==> src/rtl/band_offset_filter.sv <==
module band_offset_filter #(
  parameter int SW = 12,
  parameter int OW = 16,
  parameter int NB = 4
) (
  input  logic             clk,
  input  logic             rst_n,
  input  logic             cfg_load,
  input  logic [4:0]       cfg_start,
  input  logic [NB*OW-1:0] cfg_offsets,
  input  logic [1:0]       cfg_depth,
  input  logic             in_valid,
  output logic             in_ready,
  input  logic [SW-1:0]    in_sample,
  input  logic             in_last,
  output logic             out_valid,
  input  logic             out_ready,
  output logic [SW-1:0]    out_sample,
  output logic             out_last
);
  localparam int SUMW = ((OW > SW) ? OW : SW) + 2;

  logic [4:0]       start_q;
  logic [NB*OW-1:0] offs_q;
  logic [1:0]       dep_q;

  always_ff @(posedge clk) begin
    if (!rst_n) begin
      start_q <= '0;
      offs_q  <= '0;
      dep_q   <= '0;
    end else if (cfg_load) begin
      start_q <= cfg_start;
      offs_q  <= cfg_offsets;
      dep_q   <= cfg_depth;
    end
  end

  logic en;
  assign en       = !(out_valid && !out_ready);
  assign in_ready = en;

  logic [3:0] shamt;
  always_comb begin
    case (dep_q)
      2'd0:    shamt = 4'd3;
      2'd1:    shamt = 4'd5;
      default: shamt = 4'd7;
    endcase
  end

  logic [SW-1:0] shifted;
  logic [4:0]    band, rel;
  assign shifted = in_sample >> shamt;
  assign band    = shifted[4:0];
  assign rel     = band - start_q;

  logic signed [OW-1:0] add;
  always_comb begin
    add = '0;
    for (int k = 0; k < NB; k++)
      if (rel == 5'(k)) add = offs_q[k*OW +: OW];
  end

  logic signed [SUMW-1:0] sum;
  assign sum = $signed({{(SUMW-SW){1'b0}}, in_sample}) + SUMW'(add);

  logic                   v1, last1;
  logic signed [SUMW-1:0] sum1;

  always_ff @(posedge clk) begin
    if (!rst_n) begin
      v1    <= 1'b0;
      last1 <= 1'b0;
      sum1  <= '0;
    end else if (en) begin
      v1    <= in_valid;
      last1 <= in_last;
      sum1  <= sum;
    end
  end

  logic signed [SUMW-1:0] maxv;
  always_comb begin
    case (dep_q)
      2'd0:    maxv = SUMW'(255);
      2'd1:    maxv = SUMW'(1023);
      default: maxv = SUMW'(4095);
    endcase
  end

  logic [SW-1:0] clipped;
  always_comb begin
    if (sum1 < 0)          clipped = '0;
    else if (sum1 > maxv)  clipped = maxv[SW-1:0];
    else                   clipped = sum1[SW-1:0];
  end

  always_ff @(posedge clk) begin
    if (!rst_n) begin
      out_valid  <= 1'b0;
      out_last   <= 1'b0;
      out_sample <= '0;
    end else if (en) begin
      out_valid  <= v1;
      out_last   <= last1;
      out_sample <= clipped;
    end
  end
endmodule

==> config.mk <==
export PLATFORM = sky130hd
export DESIGN_NAME = band_offset_filter
export DESIGN_NICKNAME = d
export VERILOG_FILES = /design/src/rtl/band_offset_filter.sv
export SDC_FILE = /design/constraint.sdc
export NUM_CORES = 1
export LEC_CHECK = 0
export BUFFER_PORTS_ARGS = -buffer_cell sky130_fd_sc_hd__buf_2
export CAP_MARGIN = 15
export CORE_MARGIN = 2
export CORE_UTILIZATION = 52
export CTS_CLUSTER_DIAMETER = 80
export CTS_CLUSTER_SIZE = 14
export DETAILED_ROUTE_END_ITERATION = 12
export PLACE_DENSITY = 0.85
export SLEW_MARGIN = 5
export SYNTH_ARGS = -nofsm -noshare
export SYNTH_HDL_FRONTEND = slang
export SYNTH_SLANG_ARGS = --single-unit
==> constraint.sdc <==
create_clock -name clk -period 6 [get_ports clk]
set_clock_uncertainty 0.2 [all_clocks]
set_input_delay 0.3 -clock clk [delete_from_list [all_inputs] [get_ports clk]]
set_output_delay 0.3 -clock clk [all_outputs]
set_load 0.01 [all_outputs]
==> out/results.tsv <==
stage	metric	value	unit
place	input/output buffers	103	
setup_path	Critical Path Start Type	register	
hold_path	hold_sp	cfg_offsets[63]	
hold_path	worst hold path depth	3	
die	die footprint	10640	um^2
synthesis	async set-reset flop share out of synthesis	0	%
synthesis	Mapped Cells	540	
route	drt pass-1 iters	4	
synthesis	Mapped Area	5110	um^2
route	Remaining DRCs	0	
sta	unrepaired setup endpoints after global routing	no	
die	die span in y	103.1	um
setup_path	worst r2r src	dep_q[0]	
clocking	setup bufs post-CTS	0	
finish	Antenna diodes	0	
power	peak supply drop	0.0001809	V
setup_path	critical path's top delay family	compound AO/OA/AOI/OAI gates	
synthesis	number of synthesized flops with an enable pin	0	
status	status	complete, but fails checks	
die	Initial Utilization	53.01	%
route	Via-to-Cell Ratio	5.378	
power	pwr/cell area	237.5	nW/um^2
die	row count	36	
setup_path	CP max stage delay	0.54	ns
die	Core ar.	9639	um^2
setup_path	peak fanout along the critical path	13	
finish	Fillers	746	
setup_path	CP bufs+invs	3	
global_routing	initial antenna violation count	0	
global_routing	Overflow after GRT	0	
setup_path	Worst Path Class, Setup	reg -> reg	
route	DR vias	4480	
synthesis	sequential fraction of the synthesis area	40.74	%
clocking	cts repair resizes	0	
clocking	number of buffers created by CTS	9	
finish	fraction of final layout cells with drive strength greater than 1	21.43	%
setup_path	Worst Path Arrival	5.49	ns
place	gpl congestion	1.008	
route	WL per Instance	16.13	um
sta	Slew @ Worst Pin	1.168	ns
global_routing	vias in the first global route	4575	
global_routing	GRT Total Usage	26.23	%
clocking	clk buf depth	2	
sta	Slew Viols, Final	0	
sta	relative slew slack	22.12	%
setup_path	crit-path cells	mux2i_1 -> nor2_1 -> a21oi_1 -> ha_1 -> inv_1 -> fa_1 -> a21o_2 -> a21oi_1 -> xnor3_1 -> a211oi_1 -> buf_4 -> and2_1 -> ha_1 -> inv_1 -> fa_1 -> nor2b_1 -> o31ai_1 -> a211oi_1 -> o21ai_0 -> or3_1 -> a32o_1	
finish	P&R area growth vs syn	28.16	%
route	Routed Antenna Nets	0	
sta	Max Clock Freq	0.1844	GHz
clocking	Root Driver	clkbuf_8	
setup_path	cell at the slowest stage of the critical path	dfxtp_1	
route	WL final	13440	um
setup_path	Worst Reg-to-Reg Cells	21	
synthesis	Post-synth top flop	dfxtp_1	
clocking	CTS clk-pin slew, worst paths	0.10	ns
global_routing	first-pass GRT wire length	21650	um
place	dpl hpwl	8581	um
die	I/O pin cnt	104	
clocking	CTS tree	yes	
sta	Finish-stage setup viols	0	
synthesis	Netlist cell types	46	
power	static leakage	3.046	nW
die	Die X	103.1	um
setup_path	r2r endpoint	sum1[16]	
status	failing checks	hold timing	
hold_path	Hold EP	offs_q[63]	
synthesis	Synth warnings	0	
hold_path	hold crit path type	in -> reg	
setup_path	worst endpoint required time	6.07	ns
clocking	# H-tree levels	3	
global_routing	largest net degree at the start of global routing	90	
setup_path	crit end category	register	
sta	final hold viol count	2	
synthesis	syn avg cell area	9.463	um^2
synthesis	Syn Nets	651	
job	max-cap violations	0	
synthesis	FF+latch count, synth	104	
route	1st-iter DRT viols	214	
setup_path	Reg2Reg Setup Slack	0.58	ns
sta	Fin Hold WS	-0.009274	ns
clocking	worst skew pair latency	0.37	ns
sta	Total Neg Setup Slack	0	ns
finish	Final #Nets	806	
clocking	number of clock sinks	104	
sta	fin crit share	90.39	%
sta	Final Critical Period	5.423	ns
finish	Core Util, Final	67.94	%
## where the power goes
| part | leakage, nW | switching [W] | internal, W |
|---|---|---|---|
| Clock | 0.0831 | 0.000247 | 0.000153 |
| Combinational | 2.10 | 0.000184 | 0.000194 |
| Sequential | 0.860 | 0.0000321 | 0.000745 |
| Total | 3.05 | 0.000463 | 0.00109 |
## logic make-up after synthesis
logic type      synth area share (%)
fa+ha+maj                      5.681
simple gates                   15.50
xor+xnor                       1.126
buf+inv                        3.477
mux                            22.40
compound gates                 11.07
flops                          40.74
## per-stage QoR
step	total power, W	instances	instance area (um^2)	worst slack, ns
after floorplan	0.001024	540	5110	1.140
after global placement	0.001114	749	5703	0.9970
after detailed placement	0.001127	749	5703	0.7545
after CTS	0.001545	830	6524	0.7297
after global routing	0.001634	833	6549	0.2623
final	0.001555	833	6549	0.5767
## area by class of cell
type	instances	area (um^2)	area share (%)
Multi-Input combinational cell	391	2850	43.52
Sequential cell	104	2082	31.79
Timing Repair Buffer	176	1231	18.80
Tap cell	133	166.4	2.541
Clock buffer	10	127.6	1.949
Inverter	13	48.80	0.7451
Clock inverter	6	42.54	0.6496
## per-layer routing
metal  vias to the layer above  share of wire (%)  track usage [%]
met5                         -                  0                0
met4                         0                2.9            10.02
met3                        38                4.9            5.153
met2                       141                 51            46.75
met1                      2098                 41            31.13
li1                       2203                  -                -
## registers in the layout, summed over array words and instances, names as in the netlist
signal	count
start_q	5
sum1	17
out_sample	12
offs_q	64
out_valid	1
out_last	1
last1	1
dep_q	2
v1	1
## cell usage in the layout (no fill, tap or decap), drive strengths merged, types with 3 or more instances in the layout
cell type,count
a211o,4
a211oi,8
a21boi,3
a21o,6
a21oi,24
a22o,5
and2,11
and3,3
buf,109
clkbuf,10
dfxtp,104
dlygate4sd3,67
ha,20
inv,15
mux2,4
mux2i,78
mux4,14
nand2,40
nand3,8
nand4,5
nor2,90
nor2b,4
nor3,3
o211ai,3
o21a,5
o21ai,25
or2,3
or3,7
## timing repair
item	in CTS	in global routing
endpoints found under the setup margin	0	0
hold endpoints to repair	65	2
hold buffers	65	2
## cell usage after synthesis (2+ instances only)
library cell  number  area share [%]
dfxtp_1          104              41
or2_2              3            0.37
mux2i_1           78              15
nor3_1             3            0.29
mux4_2            14             6.2
mux2_2             3            0.66
a21oi_1           24             2.4
o21ai_0           25             2.4
clkbuf_1          23             1.7
nand4_1            5            0.61
nor2b_1            4            0.49
ha_1              20             4.9
a22o_1             5            0.86
a21boi_0           3            0.44
inv_1             12            0.88
nand3_1            8            0.78
or3_1              7            0.86
or4_1              2            0.29
nand2_1           40             2.9
xor2_1             2            0.34
o211ai_1           3            0.44
o21a_1             5            0.73
xnor2_1            2            0.34
a21o_1             5            0.73
a211o_1            4            0.69
and2_1            11             1.3
a211oi_1           8             1.2
fa_1               2            0.78
nor2_1            90             6.6
buf_1              7            0.51
and3_1             3            0.37
## worst max path at each step
stage	startpoint	end	slack, ns	cells past startpoint
2_1_floorplan	dep_q[1]	sum1[16]	1.14	21
3_3_place_gp	dep_q[0]	sum1[16]	1.0	19
3_5_place_dp	dep_q[0]	sum1[16]	0.75	19
4_1_cts	dep_q[0]	sum1[16]	0.73	19
5_1_grt	dep_q[0]	sum1[16]	0.26	21
6_report	dep_q[0]	sum1[16]	0.58	21
## worst register-to-register path: cells and delay by family, from the launching register on
kind	cells	cell delay, ns
xor gates and xnor gates	1	0.38
DFF	1	0.54
adders and majority gates	4	1.11
muxes	1	0.22
AOI/OAI and AO/OA	8	1.75
buffers and inverters	3	0.33
and+or+nand+nor	4	0.78
No activity file was read; power rests on OpenSTA's default activity.
